### src/rtl/strap_pkg.sv
package strap_pkg;

   typedef enum logic [1:0] {
      STRAP_GND = 2'd0,
      STRAP_VCC = 2'd1,
      STRAP_SCL = 2'd2,
      STRAP_SDA = 2'd3
   } strap_e;

   typedef struct packed {
      logic seen_hi;
      logic seen_lo;
      logic seen_diff;
      logic miss_scl;
      logic miss_sda;
   } strap_obs_t;

   // Low address pair driven by strap 0
   function automatic logic [1:0] low_pair_code(input strap_e c);
      case (c)
         STRAP_GND: low_pair_code = 2'b00;
         STRAP_VCC: low_pair_code = 2'b01;
         STRAP_SCL: low_pair_code = 2'b10;
         default:   low_pair_code = 2'b11;
      endcase
   endfunction

   // High address pair driven by strap 1
   function automatic logic [1:0] high_pair_code(input strap_e c);
      case (c)
         STRAP_SCL: high_pair_code = 2'b00;
         STRAP_SDA: high_pair_code = 2'b01;
         STRAP_GND: high_pair_code = 2'b10;
         default:   high_pair_code = 2'b11;
      endcase
   endfunction

endpackage

### src/rtl/strap_bus_frame.sv
module strap_bus_frame (
   input  logic clk,
   input  logic rst_n,
   input  logic scl_s,
   input  logic sda_s,
   output logic frame_start,
   output logic sample_en,
   output logic commit
);
   logic scl_q, sda_q, in_frame_q;
   logic start_det, stop_det;

   assign start_det = scl_q & scl_s & sda_q & ~sda_s;
   assign stop_det  = scl_q & scl_s & ~sda_q & sda_s;

   always_ff @(posedge clk or negedge rst_n) begin
      if (!rst_n) begin
         scl_q      <= 1'b1;
         sda_q      <= 1'b1;
         in_frame_q <= 1'b0;
      end else begin
         scl_q <= scl_s;
         sda_q <= sda_s;
         if (start_det)     in_frame_q <= 1'b1;
         else if (stop_det) in_frame_q <= 1'b0;
      end
   end

   assign frame_start = start_det;
   assign sample_en   = start_det | in_frame_q;
   assign commit      = stop_det & in_frame_q;
endmodule

### src/rtl/strap_observer.sv
module strap_observer
   import strap_pkg::*;
#(
   parameter bit KEEP_ON_AMBIG = 1'b1
) (
   input  logic   clk,
   input  logic   rst_n,
   input  logic   scl_s,
   input  logic   sda_s,
   input  logic   pin_s,
   input  logic   frame_start,
   input  logic   sample_en,
   input  logic   commit,
   output strap_e cls_o
);
   strap_obs_t obs_q, obs_now, obs_acc;
   strap_e     cls_q, ambig_cls, verdict;
   logic       lines_differ;

   assign lines_differ = scl_s ^ sda_s;

   always_comb begin
      obs_now.seen_hi   = pin_s;
      obs_now.seen_lo   = ~pin_s;
      obs_now.seen_diff = lines_differ;
      obs_now.miss_scl  = lines_differ & (pin_s ^ scl_s);
      obs_now.miss_sda  = lines_differ & (pin_s ^ sda_s);
      obs_acc = frame_start ? obs_now : (obs_q | obs_now);
   end

   generate
      if (KEEP_ON_AMBIG) begin : g_keep
         assign ambig_cls = cls_q;
      end else begin : g_high
         assign ambig_cls = STRAP_VCC;
      end
   endgenerate

   always_comb begin
      if (!obs_acc.seen_lo)                          verdict = STRAP_VCC;
      else if (!obs_acc.seen_hi)                     verdict = STRAP_GND;
      else if (obs_acc.seen_diff && !obs_acc.miss_scl) verdict = STRAP_SCL;
      else if (obs_acc.seen_diff && !obs_acc.miss_sda) verdict = STRAP_SDA;
      else                                           verdict = ambig_cls;
   end

   always_ff @(posedge clk or negedge rst_n) begin
      if (!rst_n) begin
         obs_q <= '0;
         cls_q <= STRAP_VCC;
      end else begin
         if (sample_en) obs_q <= obs_acc;
         if (commit)    cls_q <= verdict;
      end
   end

   assign cls_o = cls_q;
endmodule

### src/rtl/strap_map.sv
module strap_map
   import strap_pkg::*;
#(
   parameter int GROUP_W = 4
) (
   input  strap_e               cls0,
   input  strap_e               cls1,
   output logic [3:0]           addr_lo,
   output logic [1:0]           pullup_en,
   output logic [2*GROUP_W-1:0] out_default
);
   strap_e cls_arr [2];

   assign cls_arr[0] = cls0;
   assign cls_arr[1] = cls1;
   assign addr_lo    = {high_pair_code(cls1), low_pair_code(cls0)};

   for (genvar g = 0; g < 2; g++) begin : g_grp
      assign pullup_en[g] = (cls_arr[g] != STRAP_GND);
      assign out_default[g*GROUP_W +: GROUP_W] =
         {GROUP_W{cls_arr[g] != STRAP_GND}};
   end
endmodule

### src/rtl/strap_decoder.sv
module strap_decoder
   import strap_pkg::*;
#(
   parameter int GROUP_W       = 4,
   parameter bit KEEP_ON_AMBIG = 1'b1
) (
   input  logic                 clk,
   input  logic                 rst_n,
   input  logic                 scl_s,
   input  logic                 sda_s,
   input  logic                 strap0_s,
   input  logic                 strap1_s,
   output logic [3:0]           addr_lo,
   output logic [1:0]           pullup_en,
   output logic [2*GROUP_W-1:0] out_default
);
   localparam int NUM_STRAPS = 2;

   if (GROUP_W < 1 || GROUP_W > 16) begin : g_bad_width
      $error("strap_decoder: GROUP_W must be 1..16");
   end

   logic   frame_start, sample_en, commit;
   logic   pins [NUM_STRAPS];
   strap_e cls  [NUM_STRAPS];

   assign pins[0] = strap0_s;
   assign pins[1] = strap1_s;

   strap_bus_frame u_frame (
      .clk         (clk),
      .rst_n       (rst_n),
      .scl_s       (scl_s),
      .sda_s       (sda_s),
      .frame_start (frame_start),
      .sample_en   (sample_en),
      .commit      (commit)
   );

   for (genvar p = 0; p < NUM_STRAPS; p++) begin : g_obs
      strap_observer #(.KEEP_ON_AMBIG(KEEP_ON_AMBIG)) u_obs (
         .clk         (clk),
         .rst_n       (rst_n),
         .scl_s       (scl_s),
         .sda_s       (sda_s),
         .pin_s       (pins[p]),
         .frame_start (frame_start),
         .sample_en   (sample_en),
         .commit      (commit),
         .cls_o       (cls[p])
      );
   end

   strap_map #(.GROUP_W(GROUP_W)) u_map (
      .cls0        (cls[0]),
      .cls1        (cls[1]),
      .addr_lo     (addr_lo),
      .pullup_en   (pullup_en),
      .out_default (out_default)
   );
endmodule

### config.mk
export PLATFORM = sky130hd
export DESIGN_NAME = strap_decoder
export DESIGN_NICKNAME = d
export VERILOG_FILES = /design/src/rtl/strap_pkg.sv /design/src/rtl/strap_bus_frame.sv /design/src/rtl/strap_observer.sv /design/src/rtl/strap_map.sv /design/src/rtl/strap_decoder.sv
export SDC_FILE = /design/constraint.sdc
export NUM_CORES = 1
export LEC_CHECK = 0
export BUFFER_PORTS_ARGS = -buffer_cell sky130_fd_sc_hd__buf_2
export CAP_MARGIN = 20
export CORE_UTILIZATION = 56
export CTS_BUF_LIST = sky130_fd_sc_hd__clkbuf_2
export DETAILED_ROUTE_END_ITERATION = 10
export GPL_TIMING_DRIVEN = 0
export MAX_ROUTING_LAYER = met4
export PLACE_DENSITY = 0.81
export SYNTH_ARGS = -nofsm -noshare
export SYNTH_HDL_FRONTEND = slang
export SYNTH_SLANG_ARGS = --single-unit
### constraint.sdc
create_clock -name clk -period 2.3 [get_ports clk]
set_clock_uncertainty 0.15 [all_clocks]
set_input_delay 0.46 -clock clk [delete_from_list [all_inputs] [get_ports clk]]
set_output_delay 0.46 -clock clk [all_outputs]
set_load 0.05 [all_outputs]
### Word-level counts from Yosys, hierarchy flattened

Cells that the tools add are included.

| cells by class | value |
|---|---|
| eq/ne operators | 6 |
| multiplexer cells | 14 |
| bitwise operators | 22 |
| reduce and logical (&&, ||, !) cells | 15 |

Operators by type and width:

| cell | count |
|---|---|
| $mux W2 | 8 |
| $pmux W2 S3 | 2 |
| $and A1 B1 Y1 | 10 |
| $mux W5 | 2 |
| $or A5 B5 Y5 | 2 |
| $ne A4 B4 Y1 const B | 2 |
| $eq A2 B2 Y1 const B | 3 |
| $reduce_bool A2 Y1 | 3 |
| $xor A1 B1 Y1 | 5 |
| $logic_and A1 B1 Y1 | 4 |
| $logic_not A1 Y1 | 4 |
| $logic_not A2 Y1 | 2 |
| $not A1 Y1 | 4 |
| $reduce_and A2 Y1 | 2 |
| $eq A2 B1 Y1 const B | 1 |
| $mux W1 | 2 |
| $or A1 B1 Y1 | 1 |

| word-level totals | value |
|---|---|
| register bits | 17 |
| word-level logic and storage cells | 72 |

### Longest topological paths before layout

Gate-level depths: netlist of run 1.

| logic depth | value |
|---|---|
| depth in word-level cells | 10 |
| gate-level depth with buffers | 7 |
| depth with buffers taken out | 5 |

### Hierarchy

Synthesis of run 1 repeated with hierarchy kept, for this count alone.

| unflattened totals | value |
|---|---|
| cell total of the unflattened synthesis | 137 |
| area, all modules | 1,114.8 µm² |

By module, submodules not included:

| module | times used | cells each | area an instance (µm²) | seq. area each (µm²) |
|---|---|---|---|---|
| strap_observer | 2 | 56 | 445.4 | 176.4 |
| strap_bus_frame | 1 | 11 | 136.4 | 77.6 |
| strap_map | 1 | 14 | 87.6 | 0.0 |

### Worst setup path after synthesis of run 1

Ideal clock, no wire load.

| path | value |
|---|---|
| kind | reg-to-output |
| from | register g_obs[0].u_obs.cls_q[0] |
| to | output port out_default[1] |
| arrival | 1.068 ns |
| required time | 1.690 ns |
| setup slack | 0.622 ns |
| stages on the path, launching flop included | 3 |
| cells stage by stage | dfstp_2 or2_2 buf_4 |

| between the ends | value |
|---|---|
| cells in the longest elaborated chain, start to end | 1 |

RTL lines:

| element | RTL line | source |
|---|---|---|
| start: declaration | strap_observer.sv:17 | `strap_e cls_q, ambig_cls, verdict;` |
| start signal: assignment | strap_observer.sv:53 | `if (commit) cls_q <= verdict;` |
| $reduce_bool A2 Y1 | strap_map.sv:21 | `{GROUP_W{cls_arr[g] != STRAP_GND}};` |
| end: declaration | strap_decoder.sv:15 | `output logic [2*GROUP_W-1:0] out_default` |

No other way between the ends.

### Worst setup path in the final report of run 1

| path | value |
|---|---|
| from | register g_obs[0].u_obs.cls_q[1] |
| to | output port out_default[2] |

The elaborated chain is that of the path after synthesis.

==> results of run 1 <==
==> metrics by stage <==
stage               cell area [sq um]  power, mW  hold WS, ns
floorplan                        1070       1.03       0.0144
global route                     1230       1.39       0.0678
finish                           1230       1.32        0.115
CTS                              1230       1.32        0.111
detailed placement               1200       1.18        0.252
global placement                 1200       1.16        0.248
==> layer usage <==
metal / GRT usage, % / vias up / part of all wire (%)
met4: 12.9 / 0 / 1.6
li1: - / 469 / -
met2: 41.7 / 25 / 48
met5: - / - / 0
met1: 31.2 / 467 / 46
met3: 5.56 / 5 / 4.2
==> registers in the layout, summed over array words and instances (netlist names) <==
register / cells
g_obs.u_obs.cls_o: 4
g_obs.u_obs.obs_q: 10
u_frame.sda_q: 1
u_frame.scl_q: 1
u_frame.in_frame_q: 1
==> cell usage after synthesis, types with 3 or more instances <==
| cell type | number | area [sq um] |
|---|---|---|
| dfrtp_1 | 13 | 325 |
| nand2_1 | 11 | 41.3 |
| a21oi_1 | 10 | 50.1 |
| buf_4 | 9 | 67.6 |
| nor2b_1 | 8 | 50.1 |
| o21ai_0 | 8 | 40.0 |
| clkbuf_1 | 7 | 26.3 |
| nor2_1 | 6 | 22.5 |
| dfstp_2 | 4 | 105 |
| nand3_1 | 4 | 20.0 |
| a211oi_1 | 3 | 22.5 |
| nand2b_1 | 3 | 18.8 |
| o21ai_1 | 3 | 15.0 |
==> kinds of logic after synthesis <==
logic type / after synthesis / share of synthesized area, %
flops: 17 / 40.1
compound gates: 40 / 24.4
simple gates: 40 / 20.4
mux: 4 / 3.96
buf+inv: 19 / 11.2
==> power groups by stage <==
| stage | clock network [mW] | logic (mW) | registers [mW] |
|---|---|---|---|
| floorplan | 0 | 0.659 | 0.376 |
| global placement | 0 | 0.782 | 0.383 |
| detailed placement | 0 | 0.792 | 0.387 |
| CTS | 0.147 | 0.795 | 0.381 |
| global route | 0.166 | 0.833 | 0.391 |
| finish | 0.145 | 0.792 | 0.381 |
==> worst min path at each step <==
stage / end / from / slack, ns / cells after the start
2_1_floorplan: g_obs[0].u_obs.cls_o[1] / rst_n / 0.01 / 0
3_3_place_gp: g_obs[0].u_obs.cls_o[1] / rst_n / 0.25 / 1
3_5_place_dp: g_obs[0].u_obs.obs_q[4] / rst_n / 0.25 / 1
4_1_cts: u_frame.sda_q / sda_s / 0.11 / 1
5_1_grt: u_frame.sda_q / sda_s / 0.07 / 1
6_report: u_frame.sda_q / sda_s / 0.11 / 1
==> cell type report <==
| type | instances | area [sq um] |
|---|---|---|
| repair buffers | 20 | 105 |
| well taps | 25 | 31.3 |
| clock buffers | 4 | 20.0 |
| inverters | 1 | 3.75 |
| flip-flops and latches | 17 | 430 |
| multi-input cells | 84 | 523 |
| plain buffers | 18 | 116 |
| fillers | 152 | 534 |
==> repair_timing <==
| action | 4_1_cts | 5_1_grt |
|---|---|---|
| resized for setup | 0 | 0 |
| hold endpoints to repair | 13 | 0 |
| hold buffers | 1 | 0 |
| setup buffers | 0 | 0 |
==> flow_summary.json, run 1 <==
{
  "run_status": "complete, no violations",
  "post-route-util_pct": 69.7,
  "final-max-slew-violation-count": 0,
  "num-nets-final": 151,
  "drt_pass1_iterations": 4,
  "global_route_wire_length_before_repair_mm": 3.71,
  "setup.worst_path.class": "flip-flop to output port",
  "timing.max_cap.violations": 0,
  "clock.fmax_ghz": 0.494,
  "die_height_microns": 45.8,
  "worst-r2r-setup-slack_ns": 0.49,
  "hold_path.class": "input port to flip-flop",
  "post-route-period-util_pct": 88.0,
  "fp-row-count": 15,
  "critical_path.cell_chain": "or2_2 > buf_4 > buf_2",
  "drt_first_iter_violations": 36,
  "final_cells": 169,
  "clkPwrFrac_pct": 11.0,
  "start_util_pct": 60.9,
  "cts_buffer_depth": 2,
  "yosys.cell_types.count": 36,
  "synth.yosys.warnings": 0,
  "path_delay_family": "flip-flops",
  "synth_area_per_cell_sq_um": 8.95,
  "ff2ff_path_depth": 4,
  "critPathLaunch": "g_obs[0].u_obs.cls_o[1]",
  "critical-path-max-stage-delay_ns": 0.44,
  "cellInternalPower_mw": 0.627,
  "worst_ep_arrival_time_ns": 1.41,
  "numClockSinks": 17,
  "place_hpwl_mm": 1.66,
  "endpoint": "out_default[2]",
  "gp_routability_congestion": 0.831,
  "rsz0062_at_grt": "false",
  "hold_violations": 0,
  "maximum_number_of_pins_on_one_net_before_global_route_repair": 18,
  "synth_area_sq_mm": 0.00107,
  "dp.cells": 164,
  "io_pins": 20,
  "antenna_cells": 0,
  "first_global_vias": 895,
  "syn-num-nets": 126,
  "antenna_violations_before_repair": 0,
  "ant_nets": 0,
  "routed_via_density": 5.72,
  "setup-violations-final": 0,
  "worst_slew_margin_rel_pct": 69.9,
  "drive_above_1_share_pct": 29.9,
  "final_period_minus_worst_setup_slack_ns": 2.02,
  "most_frequent_cells_in_the_layout": "19 x buf_2, 13 x dfrtp_1, 11 x nand2_1",
  "buffer_ports.inserted": 19,
  "core_area_sq_mm": 0.00176,
  "worst_ir_drop_vdd_mv": 0.818,
  "seq_power_share_pct": 28.9,
  "synth_enable_flop_cells": 0,
  "dp_worst_setup_slack_ns": 0.363,
  "netSwitchingFraction_pct": 52.5,
  "syn_to_final_growth_pct": 14.6,
  "crit_path_start_kind": "flip-flop",
  "power.density_mw_per_mm2": 1070,
  "end_kind": "output port",
  "clock_latency_ns": 0.31,
  "detail_route.wl_per_cell_microns": 13.9,
  "yosys_most_used_dff": "dfrtp_1",
  "ys_seq_elements": 17,
  "die_w_microns": 45.8,
  "crit_path_max_fanout": 5,
  "capture_instance_of_the_worst_register_to_register_path": "g_obs[1].u_obs.cls_o[0]",
  "critical_path_required_ns": 1.69,
  "cp_slowest_cell": "dfrtp_1",
  "leading_cell_type_in_the_layout_fill_and_taps_excluded": "buf_2",
  "async_set_reset_flop_share_out_of_synthesis_pct": 100,
  "cts_made_buffers": 3,
  "critical_path_depth": 3,
  "p_switching_mw": 0.692,
  "timing.critical_path.buf_inv": 2,
  "leakage_component_of_the_power_nw": 0.533,
  "netlist_instances": 120,
  "timing_worst_slew_pin_value_ns": 0.451,
  "aggregate_routed_wire_length_mm": 2.35,
  "cts_max_level": 1,
  "cts.clk_slew.worst_paths_ns": 0.17,
  "gr-usage-all-layers_pct": 26.2,
  "routed-via-count": 966,
  "worst_r2r_startpoint": "u_frame.sda_q",
  "aggregate_negative_setup_slack_ns": 0,
  "layout_setup_ws_ns": 0.276,
  "synth_sequential_area_ratio_pct": 40.1,
  "power_frac_comb_pct": 60.1,
  "globalRouteOverflowTotal": 0,
  "drc": 0,
  "cts_tree": "yes",
  "die-area_sq_mm": 0.00210,
  "clock-root-buffer": "clkbuf_2"
}
Power figures use the tool's default switching activity.
==> run 2: changes to the inputs <==
--- a/config.mk
+++ b/config.mk
@@ -6,7 +6,6 @@
 export NUM_CORES = 1
 export LEC_CHECK = 0
 export BUFFER_PORTS_ARGS = -buffer_cell sky130_fd_sc_hd__buf_2
-export CAP_MARGIN = 20
 export CORE_UTILIZATION = 56
 export CTS_BUF_LIST = sky130_fd_sc_hd__clkbuf_2
 export DETAILED_ROUTE_END_ITERATION = 10
==> constraint.sdc (replaced) <==
create_clock -name clk -period 1.9 [get_ports clk]
set_clock_uncertainty 0.15 [all_clocks]
set_input_delay 0.38 -clock clk [delete_from_list [all_inputs] [get_ports clk]]
set_output_delay 0.38 -clock clk [all_outputs]
set_load 0.05 [all_outputs]
==> flow_summary.json, run 2 (synthesized netlist as in run 1, its figures left out) <==
{
  "run_status": "complete, no violations",
  "critical_path_required_ns": 1.37,
  "buffer_ports.inserted": 19,
  "clock.fmax_ghz": 0.549,
  "top_register": "g_obs.u_obs.obs_q",
  "num-nets-final": 154,
  "drc": 0,
  "detail_route.wl_per_cell_microns": 13.7,
  "die_height_microns": 45.8,
  "drive_above_1_share_pct": 31.3,
  "cp_slowest_cell": "dfstp_2",
  "drt_first_iter_violations": 56,
  "core_area_sq_mm": 0.00176,
  "largest_reg_flops": 10,
  "final_cells": 172,
  "hold_path.class": "input port to flip-flop",
  "path_delay_family": "flip-flops",
  "worst_slew_margin_rel_pct": 72.1,
  "cts.clk_slew.worst_paths_ns": 0.17,
  "gp_routability_congestion": 0.831,
  "die_w_microns": 45.8,
  "final-max-slew-violation-count": 0,
  "worst_ep_arrival_time_ns": 1.29,
  "end_kind": "output port",
  "critical_path.cell_chain": "buf_4 > clkbuf_1 > buf_2",
  "drt_pass1_iterations": 4,
  "critical_path_depth": 3,
  "aggregate_routed_wire_length_mm": 2.36,
  "min_delay_path_depth": 1,
  "most_frequent_cells_in_the_layout": "19 x buf_4, 13 x dfrtp_1, 11 x nand2_1, 11 x buf_2, 10 x a21oi_1",
  "routed-via-count": 973,
  "leading_cell_type_in_the_layout_fill_and_taps_excluded": "buf_4",
  "place_hpwl_mm": 1.66,
  "cts_made_buffers": 3,
  "power.density_mw_per_mm2": 1330,
  "cts_buffer_depth": 2,
  "ant_nets": 0,
  "post-route-period-util_pct": 95.9,
  "gr-usage-all-layers_pct": 27.2,
  "cts_tree": "yes",
  "sequential_standard_cell_area_sq_um": 430,
  "leakage_component_of_the_power_nw": 0.562,
  "critical-path-max-stage-delay_ns": 0.56,
  "maximum_number_of_pins_on_one_net_before_global_route_repair": 18,
  "dp.cells": 164,
  "filler_cell_count": 138,
  "hold-worst-slack_ns": 0.0552,
  "aggregate_negative_setup_slack_ns": 0,
  "layout_setup_ws_ns": 0.0785,
  "hold_violations": 0,
  "timing.max_cap.violations": 0,
  "globalRouteOverflowTotal": 0,
  "clock-root-buffer": "clkbuf_2",
  "ff2ff_path_depth": 4,
  "dp_worst_setup_slack_ns": 0.0426,
  "first_global_vias": 940,
  "global_route_wire_length_before_repair_mm": 3.87,
  "numClockSinks": 17,
  "crit_path_max_fanout": 2,
  "final_period_minus_worst_setup_slack_ns": 1.82,
  "setup-violations-final": 0,
  "rsz0062_at_grt": "false",
  "routed_via_density": 5.66,
  "start_util_pct": 60.9,
  "worst_ir_drop_vdd_mv": 0.917,
  "cts_max_level": 1,
  "setup.worst_path.class": "flip-flop to output port",
  "timing_worst_slew_pin_value_ns": 0.419,
  "post-route-cell-area_sq_mm": 0.00129,
  "placement_stage_cell_area_sq_mm": 0.00120,
  "multiInputGateArea_sq_um": 528,
  "die-area_sq_mm": 0.00210,
  "fp-row-count": 15,
  "antenna_violations_before_repair": 0,
  "clock_latency_ns": 0.31,
  "antenna_cells": 0,
  "io_pins": 20,
  "timing.critical_path.buf_inv": 3,
  "crit_path_start_kind": "flip-flop",
  "syn_to_final_growth_pct": 19.9
}
==> run 2: cell count changes in the layout (fill, tap and decap cells not counted), sizes merged <==
cell / change
buf: +3
dlygate4sd3: +1
clkbuf: -1
==> run 2: worst paths after layout <==
path	startpoint	end	slack, ns
worst max-delay path	g_obs[0].u_obs.cls_o[0]	addr_lo[0]	0.08
worst max register to register	u_frame.sda_q	g_obs[1].u_obs.cls_o[0]	0.10
min in group asynchronous	rst_n	g_obs[0].u_obs.obs_q[4]	0.36
worst min-delay path	scl_s	u_frame.scl_q	0.06
worst min register to register	g_obs[1].u_obs.obs_q[2]	g_obs[1].u_obs.obs_q[2]	0.40
max in group asynchronous	rst_n	u_frame.scl_q	0.91
==> run 2: per-stage QoR <==
stage          utilization, %  total power, mW
6_report                 73.0             1.71
5_1_grt                  73.0             1.80
3_5_place_dp             68.0             1.43
3_3_place_gp             68.0             1.41
4_1_cts                  72.3             1.70
2_1_floorplan               -             1.25
==> run 2: routing by layer <==
layer / routed length (microns) / track usage, % / part of all wire [%]
met1: 997 / 31.4 / 42
met3: 120 / 5.56 / 5.1
met2: 1200 / 44.9 / 51
met4: 44 / 12.9 / 1.9
met5: 0 / - / 0
==> run 2: worst reg2reg max path, delay by kind of cell (launching register included) <==
family             cells  cell delay, ns
muxes                  1            0.31
DFF                    1            0.61
and+or+nand+nor        1            0.23
AOI/OAI and AO/OA      2            0.45
==> run 2: where the power goes <==
part	switching [mW]	total (mW)	internal [mW]
clock	0.117	0.172	0.0558
combinational	0.699	1.08	0.382
sequential	0.0354	0.457	0.421
total	0.851	1.71	0.859
==> run 2: cell type report <==
cell class                      count  share of cell area [%]
Timing Repair Buffer               24                    12.5
Multi-Input combinational cell     84                    41.0
Buffer                             17                    8.75
Clock buffer                        4                    1.55
Inverter                            1                   0.292
Sequential cell                    17                    33.4
Tap cell                           25                    2.43
==> run 2: timing repair <==
item                                    in CTS  in global routing
cloned                                       0                  0
resized for setup                            9                  2
setup buffers                                3                  0
hold buffers                                 1                  1
hold endpoints to repair                    13                  1
endpoints found under the setup margin       8                  5
pin swaps                                    0                  0
==> run 3: changes to the inputs <==
--- a/config.mk
+++ b/config.mk
@@ -6,12 +6,12 @@
 export NUM_CORES = 1
 export LEC_CHECK = 0
 export BUFFER_PORTS_ARGS = -buffer_cell sky130_fd_sc_hd__buf_2
-export CORE_UTILIZATION = 56
+export CORE_UTILIZATION = 45
 export CTS_BUF_LIST = sky130_fd_sc_hd__clkbuf_2
 export DETAILED_ROUTE_END_ITERATION = 10
 export GPL_TIMING_DRIVEN = 0
 export MAX_ROUTING_LAYER = met4
-export PLACE_DENSITY = 0.81
+export PLACE_DENSITY = 0.68
 export SYNTH_ARGS = -nofsm -noshare
 export SYNTH_HDL_FRONTEND = slang
 export SYNTH_SLANG_ARGS = --single-unit
==> flow_summary.json, run 3 (synthesized netlist as in run 1, its figures left out) <==
{
  "run_status": "complete, no violations",
  "routed_via_density": 5.59,
  "ff2ff_path_depth": 4,
  "maximum_number_of_pins_on_one_net_before_global_route_repair": 18,
  "numClockSinks": 17,
  "gr-usage-all-layers_pct": 20.7,
  "routed-via-count": 978,
  "timing.max_cap.violations": 0,
  "dp_worst_setup_slack_ns": 0.0294,
  "final-max-slew-violation-count": 0,
  "worst_r2r_startpoint": "u_frame.sda_q",
  "num-nets-final": 154,
  "setup.worst_path.class": "flip-flop to output port",
  "netSwitchingFraction_pct": 50.3,
  "antenna_cells": 0,
  "hold_path_end": "u_frame.scl_q",
  "p_switching_mw": 0.856,
  "clkPwrFrac_pct": 10.1,
  "die_height_microns": 50.8,
  "cts_tree": "yes",
  "leading_cell_type_in_the_layout_fill_and_taps_excluded": "buf_4",
  "aggregate_negative_setup_slack_ns": 0,
  "capture_instance_of_the_worst_register_to_register_path": "g_obs[1].u_obs.cls_o[0]",
  "cts_made_buffers": 3,
  "total_power_draw_mw": 1.70,
  "drive_above_1_share_pct": 32.0,
  "post-route-period-util_pct": 97.7,
  "syn_to_final_growth_pct": 20.7,
  "buffer_ports.inserted": 19,
  "start_util_pct": 48.1,
  "globalRouteOverflowTotal": 0,
  "aggregate_routed_wire_length_mm": 2.38,
  "most_frequent_cells_in_the_layout": "19 x buf_4, 13 x dfrtp_1, 11 x nand2_1, 11 x buf_2, 10 x a21oi_1",
  "first_global_vias": 836,
  "cts_buffer_depth": 2,
  "clock-root-buffer": "clkbuf_2",
  "gp_routability_congestion": 0.845,
  "io_pins": 20,
  "drt_pass1_iterations": 4,
  "hold_path.class": "input port to flip-flop",
  "critical_path_required_ns": 1.37,
  "die_w_microns": 50.8,
  "drt_first_iter_violations": 35,
  "ant_nets": 0,
  "fp-row-count": 17,
  "power.density_mw_per_mm2": 1310,
  "worst_slew_margin_rel_pct": 71.5,
  "timing_worst_slew_pin_value_ns": 0.427,
  "final_period_minus_worst_setup_slack_ns": 1.86,
  "hold-worst-slack_ns": 0.0498,
  "drc": 0,
  "detail_route.wl_per_cell_microns": 13.6,
  "worst_ir_drop_vdd_mv": 1.14,
  "top_register": "g_obs.u_obs.obs_q",
  "post-route-util_pct": 58.0,
  "clock.fmax_ghz": 0.539,
  "antenna_violations_before_repair": 0,
  "worst-r2r-setup-slack_ns": 0.19,
  "min_delay_path_depth": 1,
  "crit_path_max_fanout": 5,
  "clock_latency_ns": 0.33,
  "setup-violations-final": 0,
  "filler_cell_count": 210,
  "layout_setup_ws_ns": 0.0439,
  "die-area_sq_mm": 0.00258,
  "cellInternalPower_mw": 0.844,
  "global_route_wire_length_before_repair_mm": 3.84,
  "startpoint_of_the_worst_hold_path": "scl_s",
  "rsz0062_at_grt": "false",
  "cts.clk_slew.worst_paths_ns": 0.19,
  "leakage_component_of_the_power_nw": 0.563,
  "cts_max_level": 1,
  "worst_ep_arrival_time_ns": 1.33,
  "place_hpwl_mm": 1.74,
  "largest_reg_flops": 10,
  "core_area_sq_mm": 0.00223,
  "crit_path_start_kind": "flip-flop",
  "seq_power_share_pct": 27.0,
  "end_kind": "output port",
  "power_frac_comb_pct": 62.9,
  "hold_violations": 0
}
-- run 3: per-stage QoR --
stage          std cells  area, sq um
2_1_floorplan        120         1070
4_1_cts              174         1270
6_report             175         1300
5_1_grt              175         1300
3_3_place_gp         167         1200
3_5_place_dp         167         1200
-- run 3: cell type report --
class	instances	area, sq um	area share (%)
Buffer	17	113	8.69
Timing Repair Buffer	24	161	12.5
Tap cell	28	35.0	2.70
Sequential cell	17	430	33.2
Clock inverter	1	5.00	0.386
Clock buffer	3	15.0	1.16
Multi-Input combinational cell	84	533	41.1
Inverter	1	3.75	0.290
-- run 3: worst max-delay path: stages (launching register included) --
cell and delay [ns]:
dfrtp_1 0.42, or2_4 0.27, buf_4 0.13, buf_4 0.18
-- run 3: power groups by stage --
| stage | Combinational [mW] | Sequential [mW] | Clock [mW] |
|---|---|---|---|
| after floorplan | 0.798 | 0.455 | 0 |
| after global placement | 0.948 | 0.465 | 0 |
| after detailed placement | 0.962 | 0.468 | 0 |
| after CTS | 1.06 | 0.459 | 0.174 |
| after global routing | 1.12 | 0.466 | 0.188 |
| final | 1.07 | 0.460 | 0.171 |
-- run 3: timing repair --
action | CTS | global route
setup buffers | 2 | 1
endpoints found under the hold margin | 13 | 1
pin swaps | 0 | 1
endpoints found under the setup margin | 8 | 2
gates resized for setup | 10 | 2
hold buffers | 1 | 1
-- run 3: how the worst max path moves through the flow --
| stage | start | endpoint | cells after the start |
|---|---|---|---|
| detailed placement | scl_s | g_obs[1].u_obs.cls_o[0] | 6 |
| floorplan | u_frame.scl_q | g_obs[1].u_obs.cls_o[0] | 6 |
| CTS | g_obs[1].u_obs.cls_o[1] | out_default[7] | 3 |
| global route | g_obs[0].u_obs.cls_o[0] | pullup_en[0] | 3 |
| finish | g_obs[1].u_obs.cls_o[1] | out_default[6] | 3 |
| global placement | scl_s | g_obs[1].u_obs.cls_o[0] | 6 |
-- run 3: metal layers --
metal  up-vias  track usage [%]  wire, microns  part of all wire, %
met1       471             24.4            981                   41
met5         -                -              0                    0
met3         4             5.36            125                  5.3
met2        26             35.8           1250                   53
li1        477                -              -                    -
met4         0             4.17             21                 0.88
